## src/rtl/ocd_pkg.sv

```systemverilog
package ocd_pkg;

    typedef enum logic [2:0] {
        ST_IDLE,
        ST_DRV_ON,
        ST_DRIVE,
        ST_DRV_OFF,
        ST_ADJ_WAIT,
        ST_ADJ_BEAT,
        ST_HOLD
    } ocd_state_e;

    localparam logic [2:0] CMD_EXIT = 3'b000;
    localparam logic [2:0] CMD_DRV1 = 3'b001;
    localparam logic [2:0] CMD_DRV0 = 3'b010;
    localparam logic [2:0] CMD_ADJ  = 3'b100;
    localparam logic [2:0] CMD_DFLT = 3'b111;

    typedef struct packed {
        logic pu_up;
        logic pu_dn;
        logic pd_up;
        logic pd_dn;
    } step_req_t;

endpackage

```

## src/rtl/ocd_burst_decode.sv

```systemverilog
module ocd_burst_decode
    import ocd_pkg::*;
(
    input  logic [3:0] burst_code,
    output step_req_t  req
);

    // burst_code[3] is the first beat, burst_code[0] the last
    always_comb begin
        req = '0;
        case (burst_code)
            4'b0001: req.pu_up = 1'b1;
            4'b0010: req.pu_dn = 1'b1;
            4'b0100: req.pd_up = 1'b1;
            4'b1000: req.pd_dn = 1'b1;
            4'b0101: begin req.pu_up = 1'b1; req.pd_up = 1'b1; end
            4'b0110: begin req.pu_dn = 1'b1; req.pd_up = 1'b1; end
            4'b1001: begin req.pu_up = 1'b1; req.pd_dn = 1'b1; end
            4'b1010: begin req.pu_dn = 1'b1; req.pd_dn = 1'b1; end
            default: req = '0;
        endcase
    end

endmodule

```

## src/rtl/ocd_step_ctr.sv

```systemverilog
module ocd_step_ctr #(
    parameter int STEPS = 16,
    parameter int DFLT  = 8,
    localparam int SW   = $clog2(STEPS)
) (
    input  logic          clk,
    input  logic          rst_n,
    input  logic          load_dflt,
    input  logic          step_en,
    input  logic          up,
    input  logic          dn,
    output logic [SW-1:0] level
);

    localparam logic [SW-1:0] TOP  = SW'(STEPS - 1);
    localparam logic [SW-1:0] INIT = SW'(DFLT);

    always_ff @(posedge clk or negedge rst_n) begin
        if (!rst_n) begin
            level <= INIT;
        end else if (load_dflt) begin
            level <= INIT;
        end else if (step_en && up && (level != TOP)) begin
            level <= level + SW'(1);
        end else if (step_en && dn && (level != '0)) begin
            level <= level - SW'(1);
        end
    end

endmodule

```

## src/rtl/ocd_adjust_ctrl.sv

```systemverilog
module ocd_adjust_ctrl
    import ocd_pkg::*;
#(
    parameter int STEPS     = 16,
    parameter int DFLT_STEP = 8,
    parameter int TOIT      = 4,
    parameter int WL_W      = 4,
    localparam int SW       = $clog2(STEPS)
) (
    input  logic            clk,
    input  logic            rst_n,
    input  logic            emr_wr,
    input  logic [2:0]      ocd_code,
    input  logic [WL_W-1:0] wr_lat,
    input  logic            dq_bit,
    output logic [SW-1:0]   pu_step,
    output logic [SW-1:0]   pd_step,
    output logic            drv_en,
    output logic            dq_drv,
    output logic            dqs_drv,
    output logic            dqsn_drv,
    output logic            cal_mode,
    output logic            seq_err
);

    localparam int TW    = $clog2(TOIT + 1);
    localparam int CNT_W = (WL_W > TW) ? WL_W : TW;
    localparam logic [CNT_W-1:0] OIT_LOAD = CNT_W'(TOIT - 1);

    ocd_state_e      state, state_n;
    logic [CNT_W-1:0] cnt, cnt_n;
    logic [1:0]      beat, beat_n;
    logic [2:0]      shr, shr_n;
    logic            lvl, lvl_n;
    logic            err_q, err_n;
    logic            upd;
    logic            dflt_load;
    logic            is_exit, is_other;
    logic [CNT_W-1:0] wl_load;
    step_req_t       req;

    assign is_exit  = emr_wr && (ocd_code == CMD_EXIT);
    assign is_other = emr_wr && (ocd_code != CMD_EXIT);
    assign wl_load  = (wr_lat == '0) ? '0 : (CNT_W'(wr_lat) - CNT_W'(1));

    ocd_burst_decode u_dec (
        .burst_code ({shr, dq_bit}),
        .req        (req)
    );

    ocd_step_ctr #(.STEPS(STEPS), .DFLT(DFLT_STEP)) u_pu (
        .clk       (clk),
        .rst_n     (rst_n),
        .load_dflt (dflt_load),
        .step_en   (upd),
        .up        (req.pu_up),
        .dn        (req.pu_dn),
        .level     (pu_step)
    );

    ocd_step_ctr #(.STEPS(STEPS), .DFLT(DFLT_STEP)) u_pd (
        .clk       (clk),
        .rst_n     (rst_n),
        .load_dflt (dflt_load),
        .step_en   (upd),
        .up        (req.pd_up),
        .dn        (req.pd_dn),
        .level     (pd_step)
    );

    // next-state and datapath decisions
    always_comb begin
        state_n   = state;
        cnt_n     = cnt;
        beat_n    = beat;
        shr_n     = shr;
        lvl_n     = lvl;
        err_n     = 1'b0;
        upd       = 1'b0;
        dflt_load = 1'b0;
        unique case (state)
            ST_IDLE: begin
                if (emr_wr) begin
                    case (ocd_code)
                        CMD_EXIT: ;
                        CMD_DRV1: begin
                            state_n = ST_DRV_ON;
                            lvl_n   = 1'b1;
                            cnt_n   = OIT_LOAD;
                        end
                        CMD_DRV0: begin
                            state_n = ST_DRV_ON;
                            lvl_n   = 1'b0;
                            cnt_n   = OIT_LOAD;
                        end
                        CMD_ADJ: begin
                            state_n = ST_ADJ_WAIT;
                            cnt_n   = wl_load;
                            beat_n  = 2'd0;
                            shr_n   = 3'b000;
                        end
                        CMD_DFLT: begin
                            state_n   = ST_HOLD;
                            dflt_load = 1'b1;
                        end
                        default: err_n = 1'b1;
                    endcase
                end
            end
            ST_DRV_ON: begin
                if (is_exit) begin
                    state_n = ST_IDLE;
                end else begin
                    err_n = is_other;
                    if (cnt == '0) state_n = ST_DRIVE;
                    else           cnt_n   = cnt - CNT_W'(1);
                end
            end
            ST_DRIVE: begin
                if (is_exit) begin
                    state_n = ST_DRV_OFF;
                    cnt_n   = OIT_LOAD;
                end else begin
                    err_n = is_other;
                end
            end
            ST_DRV_OFF: begin
                err_n = is_other;
                if (cnt == '0) state_n = ST_IDLE;
                else           cnt_n   = cnt - CNT_W'(1);
            end
            ST_ADJ_WAIT: begin
                if (is_exit) begin
                    state_n = ST_IDLE;
                end else begin
                    err_n = is_other;
                    if (cnt == '0) begin
                        shr_n   = {shr[1:0], dq_bit};
                        beat_n  = 2'd1;
                        state_n = ST_ADJ_BEAT;
                    end else begin
                        cnt_n = cnt - CNT_W'(1);
                    end
                end
            end
            ST_ADJ_BEAT: begin
                if (is_exit) begin
                    state_n = ST_IDLE;
                end else begin
                    err_n = is_other;
                    if (beat == 2'd3) begin
                        upd     = 1'b1;
                        state_n = ST_HOLD;
                    end else begin
                        shr_n  = {shr[1:0], dq_bit};
                        beat_n = beat + 2'd1;
                    end
                end
            end
            ST_HOLD: begin
                if (is_exit) state_n = ST_IDLE;
                else         err_n   = is_other;
            end
        endcase
    end

    // state register
    always_ff @(posedge clk or negedge rst_n) begin
        if (!rst_n) begin
            state <= ST_IDLE;
            cnt   <= '0;
            beat  <= 2'd0;
            shr   <= 3'b000;
            lvl   <= 1'b0;
            err_q <= 1'b0;
        end else begin
            state <= state_n;
            cnt   <= cnt_n;
            beat  <= beat_n;
            shr   <= shr_n;
            lvl   <= lvl_n;
            err_q <= err_n;
        end
    end

    // outputs
    always_comb begin
        drv_en   = (state == ST_DRIVE) || (state == ST_DRV_OFF);
        dq_drv   = drv_en & lvl;
        dqs_drv  = drv_en & lvl;
        dqsn_drv = drv_en & ~lvl;
        cal_mode = (state != ST_IDLE);
        seq_err  = err_q;
    end

endmodule

```

## config.mk

```make
export PLATFORM = sky130hd
export DESIGN_NAME = ocd_adjust_ctrl
export DESIGN_NICKNAME = d
export VERILOG_FILES = /design/src/rtl/ocd_pkg.sv /design/src/rtl/ocd_burst_decode.sv /design/src/rtl/ocd_step_ctr.sv /design/src/rtl/ocd_adjust_ctrl.sv
export SDC_FILE = /design/constraint.sdc
export NUM_CORES = 1
export LEC_CHECK = 0
export CAP_MARGIN = 5
export CORE_MARGIN = 2
export CORE_UTILIZATION = 50
export DETAILED_ROUTE_END_ITERATION = 8
export PLACE_DENSITY = 0.76
export REMOVE_ABC_BUFFERS = 1
export SLEW_MARGIN = 20
export SYNTH_ARGS = -nofsm -noshare
export SYNTH_HDL_FRONTEND = slang
export SYNTH_HIERARCHICAL = 1
export SYNTH_SLANG_ARGS = --single-unit
```

## constraint.sdc

```tcl
create_clock -name clk -period 6.4 [get_ports clk]
set_input_delay 1.6 -clock clk [delete_from_list [all_inputs] [get_ports clk]]
set_output_delay 1.6 -clock clk [all_outputs]
set_load 0.02 [all_outputs]
```

Word-level counts from Yosys, hierarchy flattened

Index checks and enable logic that the tools add are counted.
Widths: inputs -> output; s select.

Output and inout bits: 14
Bits of input ports: 11
Register bits: 22
Word-level logic and storage cells: 144

Reduce and logical (&&, ||, !) cells: 36
Add/subtract/negate cells: 7
Eq/ne operators: 36
Bitwise operators: 3
Muxes and demuxes: 54

Operator list:

| kind                | count |
|---|---|
| $mux 3              | 16 |
| $mux 4              | 11 |
| $pmux 3 s7          | 1 |
| $ne 2x2->1 const B  | 9 |
| $pmux 3 s3          | 2 |
| $pmux 4 s4          | 1 |
| $sub 4x1->4 const B | 4 |
| $eq 3x3->1 const B  | 5 |
| $reduce_bool 3->1   | 5 |
| $mux 1              | 13 |
| $eq 4x3->1 const B  | 3 |
| $eq 4x4->1 const B  | 3 |
| $mux 2              | 6 |
| $reduce_bool 4->1   | 3 |
| $reduce_or 3->1     | 4 |
| $logic_and 1x1->1   | 10 |
| $reduce_or 5->1     | 2 |
| $eq 3x2->1 const B  | 3 |
| $ne 3x3->1 const B  | 3 |
| $add 4x1->4 const B | 2 |
| $logic_not 4->1     | 2 |
| $ne 4x4->1 const B  | 2 |
| $pmux 4 s2          | 1 |
| $reduce_and 8->1    | 1 |
| other kinds (20)    | 24 |

Longest topological paths before layout

Word-level depth: 9
Mapped depth: 11
Depth with buffers taken out: 10

Hierarchy

Netlist, hierarchy kept.

Modules (own cells, without submodules):

| module               | sequential area each (um2) | times used | area each (um2) | cells an instance |
|---|---|---|---|---|
| ocd_adjust_ctrl      | 350.3                      | 1          | 1193.6          | 148 |
| ocd_step_ctr at u_pu | 101.3                      | 1          | 339.1           | 34 |
| ocd_step_ctr at u_pd | 101.3                      | 1          | 332.8           | 34 |
| ocd_burst_decode     | 0.0                        | 1          | 42.5            | 6 |

Worst setup path before layout

Ideal clock, no wire load.

Path kind: input -> register
Start: input port ocd_code[2]
End: register u_pu.level[3]
Data arrival time: 3.551 ns
Stages: 10
Setup time: 0.090 ns
Slack: 2.759 ns
Path buffers: 1
Path through: clkbuf_2 > nor4b_4 > nor2_1 > and2_1 > nand2_1 > ha_1 > a21oi_1 > nand2_1 > nor3b_1 > a311oi_2

Longest elaborated chain between the ends: 8
Elaborated cells between the ends (all ways): 15

RTL lines:

| what                           | line                   | RTL |
|---|---|---|
| from (decl)                    | ocd_adjust_ctrl.sv:13  | `input logic [2:0] ocd_code,` |
| $logic_not 3->1 (*)            | ocd_adjust_ctrl.sv:42  | `assign is_exit = emr_wr && (ocd_code == CMD_EXIT);` |
| $logic_and 1x1->1 (*)          | ocd_adjust_ctrl.sv:42  |  |
| $mux 1 (*)                     | ocd_adjust_ctrl.sv:147 | `if (is_exit) begin` |
| $mux 1 (*)                     | ocd_adjust_ctrl.sv:81  | `unique case (state)` |
| net upd                        | ocd_adjust_ctrl.sv:36  | `logic upd;` |
| $logic_and 1x1->1 (2 in a row) | ocd_step_ctr.sv:23     | `end else if (step_en && up && (level != TOP)) begin` |
| $mux 4                         | ocd_step_ctr.sv:23     |  |
| $mux 4                         | ocd_step_ctr.sv:21     | `end else if (load_dflt) begin` |
| to (signal assigned)           | ocd_step_ctr.sv:24     | `level <= level + SW'(1);` |
| to (signal assigned)           | ocd_step_ctr.sv:26     | `level <= level - SW'(1);` |
| to (decl)                      | ocd_step_ctr.sv:12     | `output logic [SW-1:0] level` |

The timed path passes the listed nets; every way through them passes the cells marked *.
A chain may end at the register's enable or synchronous reset.

Worst setup path after layout

Start: input port ocd_code[0]
End: register u_pd.level[3]

Longest elaborated chain between the ends: 8
Elaborated cells between the ends (all ways): 15

RTL lines:

| what                           | line |
|---|---|
| $logic_not 3->1 (*)            | ocd_adjust_ctrl.sv:42 |
| $logic_and 1x1->1 (*)          | ocd_adjust_ctrl.sv:42 |
| $mux 1 (*)                     | ocd_adjust_ctrl.sv:147 |
| $mux 1 (*)                     | ocd_adjust_ctrl.sv:81 |
| net upd                        | ocd_adjust_ctrl.sv:36 |
| $logic_and 1x1->1 (2 in a row) | ocd_step_ctr.sv:23 |
| $mux 4                         | ocd_step_ctr.sv:23 |
| $mux 4                         | ocd_step_ctr.sv:21 |
| to (signal assigned)           | ocd_step_ctr.sv:24 |
| to (signal assigned)           | ocd_step_ctr.sv:26 |
| to (decl)                      | ocd_step_ctr.sv:12 |

Marks and branches as above.

==> flow_summary.json <==
{
  "grt_overflow": 0,
  "setup_ws_ns": 2.081,
  "ant_nets": 0,
  "drive_gt1_share_pct": 11.62,
  "antenna_cells": 0,
  "path_max_fanout": 14,
  "timing.reg2reg.setup_slack_ns": 3.35,
  "final_nets": 262,
  "power_density_nw_per_um2": 320.3,
  "tns_ns": 0,
  "fin_util_pct": 59.47,
  "timing.critical_path.mode_cell": "nand2_1",
  "avgSynthCellArea_sq_um": 8.595,
  "cts_buffers": 3,
  "clock_path_buffers": 2,
  "p_total_mw": 0.6973,
  "whs_path_depth": 2,
  "skew_ns": 0.001414,
  "ys_seq_elements": 22,
  "cpLargestDelayFamily": "simple AND/OR/NAND/NOR gates",
  "power_frac_seq_pct": 34.4,
  "cp.arrival_ns": 4.51,
  "dieArea_sq_um": 4326,
  "syn_inst": 222,
  "start_util_pct": 52.12,
  "crit_required_ns": 6.59,
  "cp_cell_sequence": "clkdlybuf4s50_1 -> nor4b_4 -> nor2_1 -> and2_1 -> nand2_1 -> ha_1 -> a21oi_1 -> nand2_1 -> nor3b_1 -> a311oi_2",
  "grt_pass1_vias": 1528,
  "postCtsResizedCells": 0,
  "nFillCells": 354,
  "async_reset_ff_share_pct": 100.0,
  "die_w_um": 65.78,
  "post_cts_buffers": 0,
  "port_buffers": 24,
  "cp-end-kind": "flip-flop",
  "drt-pass1-iter-count": 4,
  "cts_tree": "yes",
  "cpPeakStageDelay_ns": 0.66,
  "period_share_pct": 67.48,
  "area_growth_pct": 14.10,
  "p_comb_share_pct": 50.4,
  "synth_top_flop_cell": "dfrtp_1",
  "place_hpwl_um": 2750,
  "slew_headroom_pct": 53.16,
  "grt_usage_pct": 19.68,
  "clk_pin_slew_ns": 0.08,
  "via_count": 1631,
  "grt_pass1_wl_um": 6686,
  "status": "completed",
  "rsz0062_at_grt": "no",
  "critPathBufInv": 1,
  "cts-htree-levels": 1,
  "hold_buffers": 0,
  "ios": 25,
  "cp.depth": 10,
  "grt_max_degree": 23,
  "yosys_warnings": 6,
  "power.leakage_nw": 0.8831,
  "ir_drop_uv": 166.9,
  "vias_per_cell": 5.644,
  "worstReg2RegEnd": "u_pu/level[3]",
  "die_height_um": 65.78,
  "min_path_type": "reg -> reg",
  "worstMarginPinSlew_ns": 0.7000,
  "r2r_cells": 10,
  "insertion_delay_ns": 0.27,
  "postLayoutCellArea_sq_um": 2177,
  "clock-root-buffer": "clkbuf_8",
  "min_from": "beat[1]",
  "slew_viol_final": 0,
  "fin_crit_ns": 4.319,
  "synth-edff-count": 0,
  "ys_seq_area_share_pct": 28.98,
  "wl_per_cell_um": 13.17,
  "setup_violations": 0,
  "internal_power_mw": 0.3938,
  "max_freq_ghz": 0.2316,
  "hold_end": "beat[1]",
  "worst-setup-path-type": "in -> reg",
  "setup.worst_path.start_class": "input port",
  "max_cap_viol_count": 0,
  "synth_cell_types": 56,
  "wl_um": 3807,
  "gp_congestion": 0.8322,
  "power_switching_share_pct": 43.52,
  "syn-cell-area_sq_um": 1908,
  "r2r_start": "state[2]",
  "hold_viol": 0,
  "clock_sinks": 22,
  "drc_errors": 0,
  "dp_slack_ns": 1.852,
  "clkPwrFrac_pct": 15.2,
  "slowest_stage": "clkdlybuf4s50_1",
  "antenna_found_initial": 0,
  "core_area_sq_um": 3661,
  "place_area_sq_um": 2127,
  "fp-row-count": 22,
  "drt_iter0_markers": 51,
  "power.switching_mw": 0.3035
}
==> worst reg2reg max path, cell delays in order (launching register included) <==
cell,delay (ns)
dfrtp_1,0.66
nor2b_1,0.38
nand3_1,0.15
nor2_1,0.25
and2_1,0.23
nand2_1,0.16
ha_1,0.36
a21oi_1,0.25
nand2_1,0.13
nor3b_1,0.16
a311oi_2,0.24
==> area by class of cell <==
class	count	area (sq um)	area share [%]
Sequential cell	22	553.0	25.40
Inverter	12	45.04	2.069
Multi-Input combinational cell	179	1229	56.44
Timing Repair Buffer	24	235.2	10.80
Tap cell	48	60.06	2.759
Clock buffer	4	55.05	2.529
==> layout by cell type (no fill, tap or decap), types with 3 or more instances in the layout <==
cell type        count
nor2_1              25
nand2_1             23
clkdlybuf4s50_1     23
dfrtp_1             20
o21ai_0             17
inv_1               11
a21oi_1             11
nand3_1              9
ha_1                 7
nor3_1               6
nor2b_1              5
nand2b_1             5
and2_1               4
nor3b_1              4
a31oi_1              4
clkbuf_8             4
and3b_1              4
xnor2_1              4
mux2i_1              4
a32oi_1              3
a211oi_1             3
==> registers in the layout, summed over array words and instances (netlist names) <==
register,count
seq_err,1
u_pd/level,4
cnt,4
shr,3
beat,2
state,3
lvl,1
u_pu/level,4
==> kinds of logic after synthesis <==
group	Yosys count	share of synthesized area [%]
AO/OA/AOI/OAI	58	22.03
AND/OR/NAND/NOR	102	30.75
buffers and inverters	21	6.622
XOR/XNOR	5	2.295
adder cells (fa/ha/maj)	10	7.213
multiplexers	4	2.098
flip-flops	22	28.98
==> metal layers <==
| metal | share of wire (%) | vias to the layer above | routed length, um | global-route usage, % |
|---|---|---|---|---|
| li1 | - | 838 | - | - |
| met1 | 49 | 758 | 1868 | 25.70 |
| met2 | 46 | 30 | 1767 | 33.59 |
| met3 | 2.9 | 5 | 111 | 2.044 |
| met4 | 1.5 | 0 | 59 | 7.031 |
| met5 | 0 | - | 0 | 0 |
==> worst max path at each step <==
stage | to | start | slack (ns)
after floorplan | u_pu/level[3] | ocd_code[0] | 2.86
after global placement | u_pu/level[3] | ocd_code[0] | 1.96
after detailed placement | u_pu/level[3] | ocd_code[0] | 1.85
after CTS | u_pu/level[3] | ocd_code[0] | 2.13
after global routing | u_pu/level[3] | ocd_code[0] | 1.80
final | u_pd/level[3] | ocd_code[0] | 2.08
==> power by group through the flow <==
| stage | Combinational [mW] | Sequential, mW | Clock, mW |
|---|---|---|---|
| floorplan | 0.248 | 0.237 | 0 |
| global placement | 0.347 | 0.241 | 0 |
| detailed placement | 0.350 | 0.242 | 0 |
| CTS | 0.351 | 0.240 | 0.108 |
| global route | 0.389 | 0.249 | 0.114 |
| finish | 0.351 | 0.240 | 0.106 |
==> cells in the mapped netlist, types with 3 or more instances <==
| cell type | n | area [sq um] |
|---|---|---|
| a211oi_1 | 3 | 22.52 |
| a21oi_1 | 11 | 55.05 |
| a31oi_1 | 4 | 25.02 |
| a32oi_1 | 3 | 26.28 |
| and2_1 | 4 | 25.02 |
| and3b_1 | 4 | 35.03 |
| buf_6 | 5 | 56.30 |
| dfrtp_1 | 20 | 500.5 |
| ha_1 | 7 | 87.58 |
| inv_1 | 11 | 41.29 |
| mux2i_1 | 4 | 40.04 |
| nand2_1 | 23 | 86.33 |
| nand2b_1 | 5 | 31.28 |
| nand3_1 | 9 | 45.04 |
| nor2_1 | 25 | 93.84 |
| nor2b_1 | 5 | 31.28 |
| nor3_1 | 6 | 30.03 |
| nor3b_1 | 4 | 30.03 |
| o21ai_0 | 17 | 85.08 |
| xnor2_1 | 4 | 35.03 |
==> stage by stage <==
step | hold WS (ns) | std cells
global route | 0.5601 | 289
global placement | 0.4880 | 285
CTS | 0.5085 | 289
detailed placement | 0.4884 | 285
finish | 0.4999 | 289
floorplan | 0.4538 | 213
(Power assumes the default switching activity.)
